===== config.mk =====
export PLATFORM = sky130hd
export DESIGN_NAME = pred_probe_queue
export DESIGN_NICKNAME = d
export VERILOG_FILES = /design/src/rtl/ppq_pkg.sv /design/src/rtl/ppq_store.sv /design/src/rtl/ppq_issue.sv /design/src/rtl/ppq_resp.sv /design/src/rtl/pred_probe_queue.sv
export SDC_FILE = /design/constraint.sdc
export NUM_CORES = 2
export LEC_CHECK = 0
export CAP_MARGIN = 20
export CORE_UTILIZATION = 50
export CTS_BUF_LIST = sky130_fd_sc_hd__clkbuf_8
export DETAILED_ROUTE_END_ITERATION = 8
export PLACE_DENSITY = 0.68
export SLEW_MARGIN = 10
export SYNTH_ARGS = -nofsm -noshare
export SYNTH_HDL_FRONTEND = slang
export SYNTH_SLANG_ARGS = --single-unit
export TNS_END_PERCENT = 10

===== constraint.sdc =====
create_clock -name clk -period 11 [get_ports clk]
set_input_delay 2.2 -clock clk [delete_from_list [all_inputs] [get_ports clk]]
set_output_delay 2.2 -clock clk [all_outputs]
set_load 0.02 [all_outputs]

===== src/rtl/ppq_pkg.sv =====
package ppq_pkg;
  // What the head of the queue does in a given cycle
  typedef enum logic [1:0] {
    ACT_NONE   = 2'd0,
    ACT_HEAD   = 2'd1,
    ACT_BYPASS = 2'd2,
    ACT_EXPIRE = 2'd3
  } ppq_act_e;
endpackage


===== src/rtl/ppq_store.sv =====
// Circular entry store with two ordered write ports and a per-slot age.
// DEPTH must be a power of two so that the pointers wrap naturally.
module ppq_store #(
  parameter int ENT_W     = 42,
  parameter int DEPTH     = 32,
  parameter int AGE_LIMIT = 4,
  localparam int PTR_W    = $clog2(DEPTH),
  localparam int CNT_W    = $clog2(DEPTH + 1),
  localparam int AGE_W    = $clog2(AGE_LIMIT + 1)
) (
  input  logic             clk,
  input  logic             rst_n,
  input  logic             we0,
  input  logic [ENT_W-1:0] wd0,
  input  logic             we1,
  input  logic [ENT_W-1:0] wd1,
  input  logic             pop,
  output logic [ENT_W-1:0] head_d,
  output logic [AGE_W-1:0] head_age,
  output logic [CNT_W-1:0] count
);

  logic [ENT_W-1:0] mem_q [DEPTH];
  logic [AGE_W-1:0] age_q [DEPTH];
  logic [AGE_W-1:0] age_d [DEPTH];
  logic [PTR_W-1:0] wptr_q, wptr_d, wptr1, rptr_q, rptr_d;
  logic [CNT_W-1:0] cnt_q, cnt_d;

  assign wptr1 = wptr_q + PTR_W'(1);

  // Next-state: pointers and occupancy
  always_comb begin
    wptr_d = wptr_q + PTR_W'(we0) + PTR_W'(we1);
    rptr_d = rptr_q + PTR_W'(pop);
    cnt_d  = cnt_q + CNT_W'(we0) + CNT_W'(we1) - CNT_W'(pop);
  end

  // Next-state: ages saturate at the limit, freshly written slots start at 0
  always_comb begin
    for (int i = 0; i < DEPTH; i++) begin
      age_d[i] = age_q[i];
      if (age_q[i] != AGE_W'(AGE_LIMIT)) age_d[i] = age_q[i] + AGE_W'(1);
      if (we0 && (wptr_q == PTR_W'(i))) age_d[i] = '0;
      if (we1 && (wptr1 == PTR_W'(i)))  age_d[i] = '0;
    end
  end

  always_ff @(posedge clk or negedge rst_n) begin
    if (!rst_n) begin
      wptr_q <= '0;
      rptr_q <= '0;
      cnt_q  <= '0;
    end else begin
      wptr_q <= wptr_d;
      rptr_q <= rptr_d;
      cnt_q  <= cnt_d;
    end
  end

  always_ff @(posedge clk or negedge rst_n) begin
    if (!rst_n) begin
      for (int i = 0; i < DEPTH; i++) age_q[i] <= '0;
    end else begin
      for (int i = 0; i < DEPTH; i++) age_q[i] <= age_d[i];
    end
  end

  // Payload: no reset, written only under its write enable
  always_ff @(posedge clk) begin
    for (int i = 0; i < DEPTH; i++) begin
      if (we0 && (wptr_q == PTR_W'(i)))     mem_q[i] <= wd0;
      else if (we1 && (wptr1 == PTR_W'(i))) mem_q[i] <= wd1;
    end
  end

  assign head_d   = mem_q[rptr_q];
  assign head_age = age_q[rptr_q];
  assign count    = cnt_q;

endmodule


===== src/rtl/ppq_issue.sv =====
// Per-cycle decision: expire the head, issue it, bypass an arrival, and
// compact the surviving arrivals into ordered write ports.
module ppq_issue import ppq_pkg::*; #(
  parameter int ENT_W     = 42,
  parameter int DEPTH     = 32,
  parameter int AGE_LIMIT = 4,
  localparam int CNT_W    = $clog2(DEPTH + 1),
  localparam int AGE_W    = $clog2(AGE_LIMIT + 1)
) (
  input  logic             lane_idle,
  input  logic             in_v0,
  input  logic [ENT_W-1:0] in_d0,
  input  logic             in_v1,
  input  logic [ENT_W-1:0] in_d1,
  input  logic [CNT_W-1:0] q_count,
  input  logic [ENT_W-1:0] head_d,
  input  logic [AGE_W-1:0] head_age,
  output logic             probe_valid,
  output logic [ENT_W-1:0] probe_d,
  output logic             pop,
  output logic             drop_pulse,
  output logic             we0,
  output logic [ENT_W-1:0] wd0,
  output logic             we1,
  output logic [ENT_W-1:0] wd1
);

  ppq_act_e         act;
  logic             nonempty, expired, keep0, keep1;
  logic [CNT_W-1:0] free_slots;

  assign nonempty   = (q_count != '0);
  assign expired    = nonempty && (head_age >= AGE_W'(AGE_LIMIT));
  assign free_slots = CNT_W'(DEPTH) - q_count;

  // Expiry has priority over any issue
  always_comb begin
    act = ACT_NONE;
    if (expired)                                      act = ACT_EXPIRE;
    else if (nonempty && lane_idle)                   act = ACT_HEAD;
    else if (!nonempty && lane_idle && (in_v0 || in_v1)) act = ACT_BYPASS;
  end

  assign probe_valid = (act == ACT_HEAD) || (act == ACT_BYPASS);
  assign probe_d     = (act == ACT_HEAD) ? head_d : (in_v0 ? in_d0 : in_d1);
  assign pop         = (act == ACT_HEAD) || (act == ACT_EXPIRE);
  assign drop_pulse  = (act == ACT_EXPIRE);

  // Arrivals not taken by the bypass, still in program order
  assign keep0 = in_v0 && (act != ACT_BYPASS);
  assign keep1 = in_v1 && !((act == ACT_BYPASS) && !in_v0);

  always_comb begin
    wd0 = keep0 ? in_d0 : in_d1;
    wd1 = in_d1;
    we0 = (keep0 || keep1) && (free_slots != '0);
    we1 = keep0 && keep1 && (free_slots >= CNT_W'(2));
  end

endmodule


===== src/rtl/ppq_resp.sv =====
// Tracks the single probe in flight and routes its response; counts drops.
module ppq_resp #(
  parameter int ADDR_W = 32,
  parameter int TAG_W  = 6,
  parameter int DATA_W = 64,
  parameter int DROP_W = 16,
  parameter bit PF_EN  = 1'b1
) (
  input  logic              clk,
  input  logic              rst_n,
  input  logic              probe_valid,
  input  logic [ADDR_W-1:0] probe_addr,
  input  logic [TAG_W-1:0]  probe_tag,
  input  logic              drop_pulse,
  input  logic              rsp_valid,
  input  logic              rsp_hit,
  input  logic [DATA_W-1:0] rsp_data,
  output logic              vpe_valid,
  output logic [TAG_W-1:0]  vpe_tag,
  output logic [DATA_W-1:0] vpe_data,
  output logic              pf_valid,
  output logic [ADDR_W-1:0] pf_addr,
  output logic [DROP_W-1:0] drop_count
);

  logic              fly_v_q, fly_v_d;
  logic [ADDR_W-1:0] fly_addr_q;
  logic [TAG_W-1:0]  fly_tag_q;
  logic [DROP_W-1:0] drop_q, drop_d;
  logic              fly_ld, drop_en, rsp_live;

  assign fly_ld  = probe_valid;
  assign drop_en = drop_pulse;

  always_comb begin
    fly_v_d = probe_valid;
    drop_d  = drop_q + DROP_W'(1);
  end

  always_ff @(posedge clk or negedge rst_n) begin
    if (!rst_n) begin
      fly_v_q <= 1'b0;
      drop_q  <= '0;
    end else begin
      fly_v_q <= fly_v_d;
      if (drop_en) drop_q <= drop_d;
    end
  end

  always_ff @(posedge clk) begin
    if (fly_ld) begin
      fly_addr_q <= probe_addr;
      fly_tag_q  <= probe_tag;
    end
  end

  assign rsp_live   = rsp_valid && fly_v_q;
  assign vpe_valid  = rsp_live && rsp_hit;
  assign vpe_tag    = fly_tag_q;
  assign vpe_data   = rsp_data;
  assign pf_addr    = fly_addr_q;
  assign drop_count = drop_q;

  generate
    if (PF_EN) begin : g_pf_on
      assign pf_valid = rsp_live && !rsp_hit;
    end else begin : g_pf_off
      assign pf_valid = 1'b0;
    end
  endgenerate

endmodule


===== src/rtl/pred_probe_queue.sv =====
module pred_probe_queue #(
  parameter int ADDR_W    = 32,
  parameter int SIZE_W    = 2,
  parameter int WAY_W     = 2,
  parameter int TAG_W     = 6,
  parameter int DATA_W    = 64,
  parameter int DEPTH     = 32,
  parameter int AGE_LIMIT = 4,
  parameter int DROP_W    = 16,
  parameter bit PF_EN     = 1'b1
) (
  input  logic              clk,
  input  logic              rst_n,
  input  logic              in_v0,
  input  logic [ADDR_W-1:0] in_addr0,
  input  logic [SIZE_W-1:0] in_size0,
  input  logic [WAY_W-1:0]  in_way0,
  input  logic [TAG_W-1:0]  in_tag0,
  input  logic              in_v1,
  input  logic [ADDR_W-1:0] in_addr1,
  input  logic [SIZE_W-1:0] in_size1,
  input  logic [WAY_W-1:0]  in_way1,
  input  logic [TAG_W-1:0]  in_tag1,
  input  logic              lane_idle,
  output logic              probe_valid,
  output logic [ADDR_W-1:0] probe_addr,
  output logic [SIZE_W-1:0] probe_size,
  output logic [WAY_W-1:0]  probe_way,
  output logic [TAG_W-1:0]  probe_tag,
  input  logic              rsp_valid,
  input  logic              rsp_hit,
  input  logic [DATA_W-1:0] rsp_data,
  output logic              vpe_valid,
  output logic [TAG_W-1:0]  vpe_tag,
  output logic [DATA_W-1:0] vpe_data,
  output logic              pf_valid,
  output logic [ADDR_W-1:0] pf_addr,
  output logic [DROP_W-1:0] drop_count
);

  localparam int ENT_W = TAG_W + WAY_W + SIZE_W + ADDR_W;
  localparam int CNT_W = $clog2(DEPTH + 1);
  localparam int AGE_W = $clog2(AGE_LIMIT + 1);

  logic [ENT_W-1:0] ent0, ent1, head_d, probe_d, wd0, wd1;
  logic [AGE_W-1:0] head_age;
  logic [CNT_W-1:0] q_count;
  logic             we0, we1, pop, drop_pulse;

  // Entry layout: {tag, way, size, addr}
  assign ent0 = {in_tag0, in_way0, in_size0, in_addr0};
  assign ent1 = {in_tag1, in_way1, in_size1, in_addr1};

  ppq_store #(.ENT_W(ENT_W), .DEPTH(DEPTH), .AGE_LIMIT(AGE_LIMIT)) u_store (
    .clk(clk), .rst_n(rst_n),
    .we0(we0), .wd0(wd0), .we1(we1), .wd1(wd1), .pop(pop),
    .head_d(head_d), .head_age(head_age), .count(q_count)
  );

  ppq_issue #(.ENT_W(ENT_W), .DEPTH(DEPTH), .AGE_LIMIT(AGE_LIMIT)) u_issue (
    .lane_idle(lane_idle),
    .in_v0(in_v0), .in_d0(ent0), .in_v1(in_v1), .in_d1(ent1),
    .q_count(q_count), .head_d(head_d), .head_age(head_age),
    .probe_valid(probe_valid), .probe_d(probe_d), .pop(pop), .drop_pulse(drop_pulse),
    .we0(we0), .wd0(wd0), .we1(we1), .wd1(wd1)
  );

  assign {probe_tag, probe_way, probe_size, probe_addr} = probe_d;

  ppq_resp #(.ADDR_W(ADDR_W), .TAG_W(TAG_W), .DATA_W(DATA_W),
             .DROP_W(DROP_W), .PF_EN(PF_EN)) u_resp (
    .clk(clk), .rst_n(rst_n),
    .probe_valid(probe_valid), .probe_addr(probe_addr), .probe_tag(probe_tag),
    .drop_pulse(drop_pulse),
    .rsp_valid(rsp_valid), .rsp_hit(rsp_hit), .rsp_data(rsp_data),
    .vpe_valid(vpe_valid), .vpe_tag(vpe_tag), .vpe_data(vpe_data),
    .pf_valid(pf_valid), .pf_addr(pf_addr), .drop_count(drop_count)
  );

endmodule


==> results.py <==
metrics = {
    "power": {
        "seqPwrFrac_pct": 40.0,
        "pwr_density_cell_mw_per_mm2": 241,
        "ir_drop_mv": 0.278,
        "internal_power_mw": 12.5,
        "leakagePower_nw": 29.6,
        "p_comb_share_pct": 37.8,
        "p_sw_share_pct": 37.3,
        "p_clk_share_pct": 22.2,
        "p_switching_mw": 7.44,
    },
    "worst_hold_path": {
        "hold_class": "flip-flop to flip-flop",
        "min_path_cells": 1,
    },
    "logic_synthesis": {
        "syn_nets": 6676,
        "synth.ff_latch_count": 1511,
        "yosysTopAreaCell": "edfxtp_1",
        "ys_types": 44,
        "yosys.area.top_type_share_pct": 55.1,
        "synth_edf_count": 1382,
        "netlist_area_mm2": 0.0753,
        "synth_area_per_cell_um2": 11.7,
        "syn_inst": 6436,
        "synth_ff_type": "edfxtp_1",
        "seq_area_frac_synth_pct": 59.4,
        "synthArstFlopShare_pct": 8.54,
        "yosysWarnings": 0,
        "yosys-top-cells-area": "edfxtp_1, mux4_2, a21oi_1",
    },
    "sta": {
        "period_minus_slack_ns": 8.52,
        "rsz0062_at_grt": "no",
        "finalHoldViolCount": 0,
        "hold_slack_ns": 0.473,
        "fin_crit_sh_pct": 77.4,
        "tightest_slew_ns": 1.21,
        "worst_slew_margin_rel_pct": 19.1,
        "skew_ns": 0.0683,
        "max_clock_freq_ghz": 0.117,
        "slew_viol_final": 0,
        "tns_ns": 0,
        "finalSetupViolations": 0,
    },
    "grt": {
        "grt_overflow": 0,
        "grt_pass1_wl_mm": 354,
        "grt_pass1_vias": 52100,
        "grtUsageTotal_pct": 32.3,
        "grt_max_degree": 147,
        "antenna_found_initial": 6,
    },
    "final_layout": {
        "drive_gt1_share_pct": 14.9,
        "syn_to_final_growth_pct": 10.1,
        "fin_nets": 6529,
        "layout_common_cells": "nor2_1, edfxtp_1, a21oi_1, mux4_2, clkbuf_8",
        "layout_commonest_cell": "nor2_1",
        "final_cells": 8493,
    },
    "worst_setup_path": {
        "path_class": "flip-flop to output pin",
        "required_ns": 8.80,
        "ff2ff_path_depth": 7,
        "critPathArrivalTime_ns": 6.32,
        "cp-start-kind": "flip-flop",
        "end_kind": "output pin",
        "critPathMaxFanout": 108,
    },
    "drt": {
        "wl_per_cell_um": 29.3,
        "drtIter0Drc": 9854,
        "routed_via_density": 6.47,
        "drc": 0,
        "wl_mm": 248,
        "ant_nets": 0,
        "firstDrtPassIters": 8,
        "num_vias": 55000,
    },
    "floorplanning": {
        "die_h_um": 390,
        "die_w_um": 390,
        "die_area_mm2": 0.152,
        "start_util_pct": 50.3,
        "io_pins": 318,
        "core_area_mm2": 0.150,
        "rows": 142,
    },
    "job": {
        "drv_cap": 0,
    },
    "cts": {
        "cts_tree": "done",
        "htree_levels": 4,
        "clk-insertion-delay-late_ns": 1.00,
        "clockRootBuffer": "clkbuf_8",
        "clock_path_buffers": 3,
        "ctsResizeCount": 0,
        "cts_setup_buffers": 0,
        "cts_made_buffers": 239,
        "clkTransAtPathRegs_ns": 0.06,
        "clock_sinks": 1511,
        "cts_hold_buf": 0,
    },
    "placement": {
        "hpwl_mm": 131,
        "io_buffers": 189,
        "dp.cells": 8061,
        "gp_congestion": 0.852,
    },
    "status": {
        "outcome": "complete, no violations",
    },
}
## routing by layer
metal,part of all wire [%],vias up,track usage [%]
met5,0.025,-,0
met1,35,26600,44.2
met3,16,727,9.48
li1,-,23100,-
met4,4.4,6,13.2
met2,44,4575,48.3
## cells in the mapped netlist (31+ instances only)
cell type  count
clkbuf_1     390
nor2_1      1423
buf_4         71
mux2i_1      185
a21oi_2       40
nand2_1      139
buf_1        190
nor3_1        54
mux4_2       336
o21ai_0       31
ha_1          82
inv_1        121
nand3_1       56
o22ai_1       85
a21oi_1     1316
a22oi_1       89
buf_2        136
xnor2_1       53
dfrtp_1      129
edfxtp_1    1382
## worst max-delay path, cell delays in order (launching register included)
cell and delay (ns):
dfrtp_4 1.02, buf_12 0.70, buf_4 0.92, mux4_2 0.61, a22oi_1 0.16, nand2_1 0.09, a21oi_1 0.66, mux2i_1 0.25
clkdlybuf4s50_1 0.60
## final cells by class
cell class	count	area, µm²
repair buffers	407	3700
clock buffers	246	3390
diodes	6	15.0
well taps	2016	2520
fillers	12300	66800
clock inverters	177	818
multi-input cells	4008	27200
inverters	122	458
flip-flops and latches	1511	44700
## metrics by stage
| stage | area [µm²] | power (mW) | util (%) | setup slack (ns) |
|---|---|---|---|---|
| 2_1_floorplan | 75300 | 12.8 | - | 4.16 |
| 3_3_place_gp | 78400 | 15.3 | 52.4 | 3.30 |
| 3_5_place_dp | 78500 | 15.5 | 52.5 | 3.27 |
| 4_1_cts | 82700 | 19.8 | 55.3 | 2.23 |
| 5_1_grt | 82800 | 20.7 | 55.4 | 2.11 |
| 6_report | 82800 | 19.9 | 55.4 | 2.48 |
## flip-flops by register name, indices dropped and copies added (netlist names)
signal / count
u_resp.pf_addr: 32
u_store.mem_q: 1344
u_resp.fly_v_q: 1
u_store.count: 6
u_store.wptr_q: 5
u_store.age_q: 96
u_resp.vpe_tag: 6
u_resp.drop_count: 16
u_store.rptr_q: 5
## power by group through the flow
stage | registers [mW] | logic (mW) | clock network [mW]
after floorplan | 8.00 | 4.83 | 0
after global routing | 8.06 | 7.94 | 4.66
after detailed placement | 8.09 | 7.38 | 0
after global placement | 8.05 | 7.20 | 0
after CTS | 7.98 | 7.40 | 4.43
final | 7.98 | 7.54 | 4.42
## path summary, 6_finish.rpt
path	endpoint	startpoint	slack (ns)
max	probe_addr[19]	u_store.rptr_q[0]$_DFF_PN0_	2.48
min	u_resp.drop_count[15]$_DFFE_PN0N_	u_resp.drop_count[15]$_DFFE_PN0N_	0.47
max reg2reg	u_resp.pf_addr[19]$_DFFE_PP_	u_store.rptr_q[0]$_DFF_PN0_	5.97
min reg2reg	u_resp.drop_count[15]$_DFFE_PN0N_	u_resp.drop_count[15]$_DFFE_PN0N_	0.47
max in group asynchronous	u_store.age_q[39]$_DFFE_PN0P_	rst_n	8.72
min in group asynchronous	u_resp.fly_v_q$_DFF_PN0_	rst_n	1.15
## logic make-up after synthesis
group,count (synthesis),share of synthesized area (%)
simple gates,1749,9.23
compound gates,1593,11.4
flops,1511,59.4
buf+inv,917,5.23
mux,522,12.5
fa+ha+maj,85,1.44
xor+xnor,59,0.687
Power figures use the tool's default switching activity.
